**src/rtl/ufi_pkg.sv**
```systemverilog
package ufi_pkg;

  typedef enum logic [2:0] {
    ADDR_STATE   = 3'd0,
    ADDR_ENABLE  = 3'd1,
    ADDR_FCTRL   = 3'd2,
    ADDR_FSTAT   = 3'd3,
    ADDR_TXDATA  = 3'd4,
    ADDR_RXDATA  = 3'd5,
    ADDR_TIMEOUT = 3'd6
  } regAddrE;

  localparam int unsigned NUM_IRQ     = 8;
  localparam int unsigned IRQ_TXWM    = 0;
  localparam int unsigned IRQ_RXWM    = 1;
  localparam int unsigned IRQ_TXOVF   = 2;
  localparam int unsigned IRQ_RXOVF   = 3;
  localparam int unsigned IRQ_FRAME   = 4;
  localparam int unsigned IRQ_BREAK   = 5;
  localparam int unsigned IRQ_TIMEOUT = 6;
  localparam int unsigned IRQ_PARITY  = 7;

  // strobes from control to datapath
  typedef struct packed {
    logic rxPush;
    logic rxPop;
    logic rxClr;
    logic txPush;
    logic txPop;
    logic txClr;
  } fifoStrobeT;

endpackage

```
**src/rtl/ufi_fifo.sv**
```systemverilog
module ufi_fifo #(
  parameter int DEPTH = 32,
  parameter int WIDTH = 8,
  localparam int PW = $clog2(DEPTH),
  localparam int LW = $clog2(DEPTH + 1)
) (
  input  logic             clk,
  input  logic             rstN,
  input  logic             clr,
  input  logic             push,
  input  logic [WIDTH-1:0] pushData,
  input  logic             pop,
  output logic [WIDTH-1:0] head,
  output logic [LW-1:0]    level
);

  logic [WIDTH-1:0] mem [DEPTH];
  logic [PW-1:0]    wrPtr, rdPtr;

  function automatic logic [PW-1:0] bump(input logic [PW-1:0] p);
    return (p == PW'(DEPTH - 1)) ? '0 : p + PW'(1);
  endfunction

  // push and pop are pre-qualified by the control (never push full, never pop empty)
  always_ff @(posedge clk or negedge rstN) begin
    if (!rstN) begin
      wrPtr <= '0;
      rdPtr <= '0;
      level <= '0;
    end else if (clr) begin
      wrPtr <= '0;
      rdPtr <= '0;
      level <= '0;
    end else begin
      if (push) wrPtr <= bump(wrPtr);
      if (pop)  rdPtr <= bump(rdPtr);
      case ({push, pop})
        2'b10:   level <= level + LW'(1);
        2'b01:   level <= level - LW'(1);
        default: level <= level;
      endcase
    end
  end

  always_ff @(posedge clk) begin
    if (push && !clr) mem[wrPtr] <= pushData;
  end

  assign head = mem[rdPtr];

endmodule

```
**src/rtl/ufi_datapath.sv**
```systemverilog
module ufi_datapath
  import ufi_pkg::*;
#(
  parameter int DEPTH = 32,
  localparam int LW = $clog2(DEPTH + 1)
) (
  input  logic          clk,
  input  logic          rstN,
  input  fifoStrobeT    strb,
  input  logic [7:0]    txWdata,
  input  logic [7:0]    rxWdata,
  output logic [7:0]    txHead,
  output logic [7:0]    rxHead,
  output logic [LW-1:0] txLevel,
  output logic [LW-1:0] rxLevel
);

  ufi_fifo #(.DEPTH(DEPTH), .WIDTH(8)) u_txq (
    .clk      (clk),
    .rstN     (rstN),
    .clr      (strb.txClr),
    .push     (strb.txPush),
    .pushData (txWdata),
    .pop      (strb.txPop),
    .head     (txHead),
    .level    (txLevel)
  );

  ufi_fifo #(.DEPTH(DEPTH), .WIDTH(8)) u_rxq (
    .clk      (clk),
    .rstN     (rstN),
    .clr      (strb.rxClr),
    .push     (strb.rxPush),
    .pushData (rxWdata),
    .pop      (strb.rxPop),
    .head     (rxHead),
    .level    (rxLevel)
  );

endmodule

```
**src/rtl/ufi_control.sv**
```systemverilog
module ufi_control
  import ufi_pkg::*;
#(
  parameter int DEPTH = 32,
  parameter int TO_W  = 16,
  localparam int LW = $clog2(DEPTH + 1)
) (
  input  logic               clk,
  input  logic               rstN,
  input  logic               regWe,
  input  logic               regRe,
  input  logic [2:0]         regAddr,
  input  logic [31:0]        regWdata,
  output logic [31:0]        regRdata,
  input  logic               rxByteValid,
  input  logic               txPop,
  input  logic               rxParityErr,
  input  logic               rxFrameErr,
  input  logic               rxBreakErr,
  input  logic [LW-1:0]      txLevel,
  input  logic [LW-1:0]      rxLevel,
  input  logic [7:0]         rxHead,
  output fifoStrobeT         strb,
  output logic [NUM_IRQ-1:0] intrState,
  output logic [NUM_IRQ-1:0] intrEn,
  output logic               irq
);

  logic [1:0]      rxSel, txSel;
  logic [TO_W-1:0] toLimit, toCnt;
  logic [LW-1:0]   rxThr, txThr;
  logic            wrState, wrEnable, wrCtrl, wrTx, wrTimeout, rdRx;
  logic            txFull, rxFull, rxAbove, txBelow, rxAboveQ, txBelowQ;
  logic            toCond, toHit;
  logic [NUM_IRQ-1:0] setVec, clrMask;

  // register decode
  always_comb begin
    wrState   = regWe && (regAddr == ADDR_STATE);
    wrEnable  = regWe && (regAddr == ADDR_ENABLE);
    wrCtrl    = regWe && (regAddr == ADDR_FCTRL);
    wrTx      = regWe && (regAddr == ADDR_TXDATA);
    wrTimeout = regWe && (regAddr == ADDR_TIMEOUT);
    rdRx      = regRe && (regAddr == ADDR_RXDATA);
  end

  assign txFull = (txLevel == LW'(DEPTH));
  assign rxFull = (rxLevel == LW'(DEPTH));

  // strobes to the datapath; full is judged before any same-cycle pop
  always_comb begin
    strb.txPush = wrTx && !txFull;
    strb.txPop  = txPop && (txLevel != '0);
    strb.txClr  = wrCtrl && regWdata[1];
    strb.rxPush = rxByteValid && !rxFull;
    strb.rxPop  = rdRx && (rxLevel != '0);
    strb.rxClr  = wrCtrl && regWdata[0];
  end

  // configuration registers
  always_ff @(posedge clk or negedge rstN) begin
    if (!rstN) begin
      rxSel   <= '0;
      txSel   <= '0;
      intrEn  <= '0;
      toLimit <= '0;
    end else begin
      if (wrCtrl) begin
        rxSel <= regWdata[4:3];
        txSel <= regWdata[6:5];
      end
      if (wrEnable)  intrEn  <= regWdata[NUM_IRQ-1:0];
      if (wrTimeout) toLimit <= regWdata[TO_W-1:0];
    end
  end

  // thresholds: rx 1,4,8,16 ; tx 2,4,8,16
  always_comb begin
    rxThr = (rxSel == 2'd0) ? LW'(1) : (LW'(2) << rxSel);
    txThr = LW'(2) << txSel;
  end

  assign rxAbove = (rxLevel >= rxThr);
  assign txBelow = (txLevel < txThr);

  always_ff @(posedge clk or negedge rstN) begin
    if (!rstN) begin
      rxAboveQ <= 1'b0;
      txBelowQ <= 1'b1;
    end else begin
      rxAboveQ <= rxAbove;
      txBelowQ <= txBelow;
    end
  end

  // inactivity timer
  assign toCond = (rxLevel != '0) && !rxAbove && (toLimit != '0);
  assign toHit  = toCond && !rxByteValid && (toCnt == toLimit - TO_W'(1));

  always_ff @(posedge clk or negedge rstN) begin
    if (!rstN) begin
      toCnt <= '0;
    end else if (rxByteValid || !toCond) begin
      toCnt <= '0;
    end else if (toCnt != toLimit) begin
      toCnt <= toCnt + TO_W'(1);
    end
  end

  // event collection
  always_comb begin
    setVec              = '0;
    setVec[IRQ_TXWM]    = txBelow && !txBelowQ;
    setVec[IRQ_RXWM]    = rxAbove && !rxAboveQ;
    setVec[IRQ_TXOVF]   = wrTx && txFull;
    setVec[IRQ_RXOVF]   = rxByteValid && rxFull;
    setVec[IRQ_FRAME]   = rxFrameErr;
    setVec[IRQ_BREAK]   = rxBreakErr;
    setVec[IRQ_TIMEOUT] = toHit;
    setVec[IRQ_PARITY]  = rxParityErr;
    clrMask = wrState ? regWdata[NUM_IRQ-1:0] : '0;
  end

  always_ff @(posedge clk or negedge rstN) begin
    if (!rstN) intrState <= '0;
    else       intrState <= (intrState & ~clrMask) | setVec;
  end

  assign irq = |(intrState & intrEn);

  // read mux
  always_comb begin
    regRdata = '0;
    unique case (regAddr)
      ADDR_STATE:   regRdata[NUM_IRQ-1:0] = intrState;
      ADDR_ENABLE:  regRdata[NUM_IRQ-1:0] = intrEn;
      ADDR_FCTRL:   regRdata[6:3] = {txSel, rxSel};
      ADDR_FSTAT: begin
        regRdata[0 +: LW]  = txLevel;
        regRdata[16 +: LW] = rxLevel;
      end
      ADDR_RXDATA:  regRdata[7:0] = (rxLevel != '0) ? rxHead : 8'h00;
      ADDR_TIMEOUT: regRdata[TO_W-1:0] = toLimit;
      default:      regRdata = '0;
    endcase
  end

endmodule

```
**src/rtl/uart_fifo_intc.sv**
```systemverilog
module uart_fifo_intc
  import ufi_pkg::*;
#(
  parameter int DEPTH = 32,
  parameter int TO_W  = 16,
  localparam int LW = $clog2(DEPTH + 1)
) (
  input  logic        clk,
  input  logic        rstN,
  input  logic        regWe,
  input  logic        regRe,
  input  logic [2:0]  regAddr,
  input  logic [31:0] regWdata,
  output logic [31:0] regRdata,
  input  logic        rxByteValid,
  input  logic [7:0]  rxByte,
  input  logic        rxParityErr,
  input  logic        rxFrameErr,
  input  logic        rxBreakErr,
  input  logic        txPop,
  output logic [7:0]  txByte,
  output logic        txValid,
  output logic        irq
);

  fifoStrobeT         strb;
  logic [LW-1:0]      txLevel, rxLevel;
  logic [7:0]         rxHead;
  logic [NUM_IRQ-1:0] intrState, intrEn;

  ufi_control #(.DEPTH(DEPTH), .TO_W(TO_W)) u_ctrl (
    .clk         (clk),
    .rstN        (rstN),
    .regWe       (regWe),
    .regRe       (regRe),
    .regAddr     (regAddr),
    .regWdata    (regWdata),
    .regRdata    (regRdata),
    .rxByteValid (rxByteValid),
    .txPop       (txPop),
    .rxParityErr (rxParityErr),
    .rxFrameErr  (rxFrameErr),
    .rxBreakErr  (rxBreakErr),
    .txLevel     (txLevel),
    .rxLevel     (rxLevel),
    .rxHead      (rxHead),
    .strb        (strb),
    .intrState   (intrState),
    .intrEn      (intrEn),
    .irq         (irq)
  );

  ufi_datapath #(.DEPTH(DEPTH)) u_dp (
    .clk     (clk),
    .rstN    (rstN),
    .strb    (strb),
    .txWdata (regWdata[7:0]),
    .rxWdata (rxByte),
    .txHead  (txByte),
    .rxHead  (rxHead),
    .txLevel (txLevel),
    .rxLevel (rxLevel)
  );

  assign txValid = (txLevel != '0);

endmodule

```
**config.mk**
```make
export PLATFORM = sky130hd
export DESIGN_NAME = uart_fifo_intc
export DESIGN_NICKNAME = d
export VERILOG_FILES = /design/src/rtl/ufi_pkg.sv /design/src/rtl/ufi_fifo.sv /design/src/rtl/ufi_datapath.sv /design/src/rtl/ufi_control.sv /design/src/rtl/uart_fifo_intc.sv
export SDC_FILE = /design/constraint.sdc
export NUM_CORES = 1
export LEC_CHECK = 0
export BUFFER_PORTS_ARGS = -buffer_cell sky130_fd_sc_hd__buf_4
export CORE_UTILIZATION = 51
export DETAILED_ROUTE_END_ITERATION = 8
export GPL_TIMING_DRIVEN = 0
export HOLD_SLACK_MARGIN = 0.12
export PLACE_DENSITY_LB_ADDON = 0.3
export SLEW_MARGIN = 0
export SYNTH_ARGS = -nofsm -noshare
export SYNTH_HDL_FRONTEND = slang
export SYNTH_SLANG_ARGS = --single-unit
export TNS_END_PERCENT = 1
```
**constraint.sdc**
```tcl
create_clock -name clk -period 3 [get_ports clk]
set_clock_uncertainty 0.1 [all_clocks]
set_input_delay 0.3 -clock clk [delete_from_list [all_inputs] [get_ports clk]]
set_output_delay 0.3 -clock clk [all_outputs]
set_load 0.01 [all_outputs]
```
==> impl_results.md <==
- Status: finished with violations
- Failing checks: negative setup slack
- Critical Path RT: 2.60 ns
- Core ar.: 49200 um^2
- Antenna cells: 0
- Power density cells: between 700 and 800 nW/um^2
- Placed cell areas: ~27000 um^2
- Global Route Usage Sum: 23.1%
- P_leak: approximately 10 nW
- DR vias: between 10000 and 15000
- DP HPWL: 36900 um
- Crit path from: u_dp.u_rxq.rdPtr[0]
- Sw frac: 29.2%
- Drt first pass iters: 5
- Setup crit end kind: output port
- GRT busiest layer: met2
- Initial drt markers: around 1300
- Reg2reg path depth: 12
- Post-synth top cells: edfxtp_1, mux4_2, nor2_1
- Seq/Total Area, Yosys: 68.5%
- Finished Core Util: 60.3%
- Largest area contributor in the netlist: edfxtp_1
- H-tree levels: 2
- Largest net degree at the start of global routing: 87
- Grt met2 use: 38.2%
- Critical path type: reg -> out
- Synthesized instance count: 1426
- Ys async rst share: 14.4%
- DRC Markers: 0
- Clock latency on the worst-skew pair: 0.62 ns
- CP max stage delay: 0.55 ns
- Min Hold Slack: 0.202 ns
- Final setup viols: 19
- Final hold vios: 0
- Share of total power in the clock network: 29.4%
- Top_reg_cell synth: edfxtp_1
- IO buf count: 66
- CTS Buf Count: 57
- Wire per inst: about 25 um
- Yosys reg bits: between 500 and 600
- CP Launch Type: register
- Top cells by area, synth: edfxtp_1, mux4_2, dfrtp_1
- Crit-path most repeated cell: buf_12
- First-pass GRT wire length: 86300 um
- Net Sw Power: 6.83 mW
- Root Driver: clkbuf_16
- Int Power: 16.5 mW
- GRT Residual Overflow: 0
- MaxCap Viol Count: 0
- HP Class: in -> reg
- FILL cells: 3544
- Min cycle time layout: about 3.6 ns
- Critical hold path startpoint: txPop
- CTS tree: yes
- Fmax: 276 MHz
- Count leader, synth: edfxtp_1
- Initial antenna violation count: 0
- Crit-path cells: buf_12 > buf_12 > buf_12 > mux4_2 > mux4_2 > a22oi_2 > o211ai_1 > buf_4
- Final Power: between 20 and 25 mW
- Worst-Margin Slew: 1.18 ns
- Die Area: 51000 um^2
- Row cnt: 81
- VDD IR-drop max: 0.580 mV
- Vias in the first global route: between 10000 and 15000
- Worst Hold Path EP: u_dp.u_txq.rdPtr[4]
- Post-DR vias/cell: 6.02
- Post-Route Setup TNS: -7.24 ns
- Worst Setup Slack, final: -0.620 ns
- Die width: 226 um
- RSZ-0062 raised after global routing: yes
- Max-slew violations: 0
- Cell Count Post-Placement: 2165
- Antenna violation net count after detailed routing: 0
- Sink Count: 598
- Crit-path max FO: 9
- Pre-CTS WS: -0.823 ns
- Non-filler cells, final: 2326
- Layout Area Growth over Synthesis: 16.0%
- Logic pwr share: 27.9%
- I/O Pins: 94
- WL final: 57800 um
- Slew headroom: approximately 22%
- CP max-delay cell: mux4_2
- Clk slew on worst S/H paths: 0.06 ns
- Layout cells sized above 1: 28.0%
- Final net count: 1701
- Flop pwr share: 42.6%
- Post-synth EDFFs: 512
- Met3 Resource Use GR: 3.08%
- Top cell type's share of synthesized area: 60.1%
- FF-to-FF Start: u_dp.u_txq.level[2]
- GP Congestion: 0.849
- Hold Path Cell Cnt: 5
- Initial cell density of the core: 52.0%
- Capturing point of the worst reg2reg path: u_dp.u_txq.level[5]
- WP data arrival: 3.22 ns
- Synth warnings: 0
- Chip Height: 226 um
- Period utilization: 121%
- Clock buffer depth: 3
- Design Area, Final: 29700 um^2
- Post-Syn Area: 25600 um^2
- R2r setup slk: -0.15 ns
- Met1 Use GR: 32.0%
- Mapped Avg Cell Area: ~18 um^2
- Yosys cell types: 77
[sequential cells by signal, indices dropped and copies added (netlist names)]
register	count
u_ctrl.intrEn	8
u_ctrl.intrState	8
u_ctrl.rxAboveQ	1
u_ctrl.rxSel	2
u_ctrl.toCnt	16
u_ctrl.toLimit	16
u_ctrl.txBelowQ	1
u_ctrl.txSel	2
u_dp.u_rxq.level	6
u_dp.u_rxq.mem	256
u_dp.u_rxq.rdPtr	5
u_dp.u_rxq.wrPtr	5
u_dp.u_txq.level	6
u_dp.u_txq.mem	256
u_dp.u_txq.rdPtr	5
u_dp.u_txq.wrPtr	5
[area by class of cell]
type | instances | area (um^2) | share of cell area, %
Buffer | 84 | 617 | 2.08
Clock buffer | 75 | 1500 | 5.07
Clock inverter | 31 | 259 | 0.873
Inverter | 20 | 80.1 | 0.270
Multi-Input combinational cell | 732 | 7700 | 26.0
Sequential cell | 598 | 17500 | 59.1
Tap cell | 664 | 831 | 2.80
Timing Repair Buffer | 122 | 1130 | 3.83
[timing repair]
action,CTS,global route
hold buffers,37,0
gates cloned,4,0
endpoints found under the hold margin,619,0
buffers inserted,16,0
pin swaps,14,9
endpoints found under the setup margin,22,34
gates resized for setup,101,22
[placed cells by master (no fill, tap or decap), types with 37 or more instances in the layout]
cell / count
edfxtp_1: 512
mux4_2: 147
nor2_1: 113
buf_4: 89
dfrtp_1: 79
clkbuf_16: 57
nand2_1: 50
clkbuf_1: 40
mux2_2: 38
dlygate4sd3_1: 37
[how the worst max path moves through the flow]
stage,slack [ns],endpoint
2_1_floorplan,-0.002,u_dp.u_rxq.level[5]
3_3_place_gp,-0.81,regRdata[7]
3_5_place_dp,-0.82,regRdata[7]
4_1_cts,-0.64,regRdata[5]
5_1_grt,-0.66,regRdata[5]
6_report,-0.62,regRdata[1]
[power by group through the flow]
| stage | clock [mW] | sequential [mW] | combinational [mW] |
|---|---|---|---|
| after floorplan | 0 | 9.93 | 4.05 |
| after detailed placement | 0 | 10.1 | 5.85 |
| after global placement | 0 | 10.1 | 5.73 |
| final | 6.87 | 9.96 | 6.52 |
| after global routing | 7.24 | 10.0 | 6.92 |
| after CTS | 6.95 | 9.95 | 6.46 |
[routing by layer]
layer	part of all wire [%]	wire length, um	up-vias
met4	3.2	1850	0
met2	50	28600	552
met3	5.8	3330	107
met1	41	24000	7273
met5	0	0	-
li1	-	-	6064
[kinds of logic after synthesis]
family / count (synthesis) / share of synthesized area (%)
XOR/XNOR: 41 / 1.40
multiplexers: 217 / 16.7
other: 1 / 0.0147
AND/OR/NAND/NOR: 299 / 5.93
AO/OA/AOI/OAI: 131 / 3.47
flip-flops: 598 / 68.5
buffers and inverters: 105 / 2.18
adder cells (fa/ha/maj): 34 / 1.72
[worst max-delay path: cells and delay by family (launching register included)]
kind | cells | cell delay [ns]
multiplexers | 2 | 1.10
buffers and inverters | 4 | 0.63
AO/OA/AOI/OAI | 2 | 0.44
flip-flops | 1 | 0.41
Power figures use the tool's default switching activity.
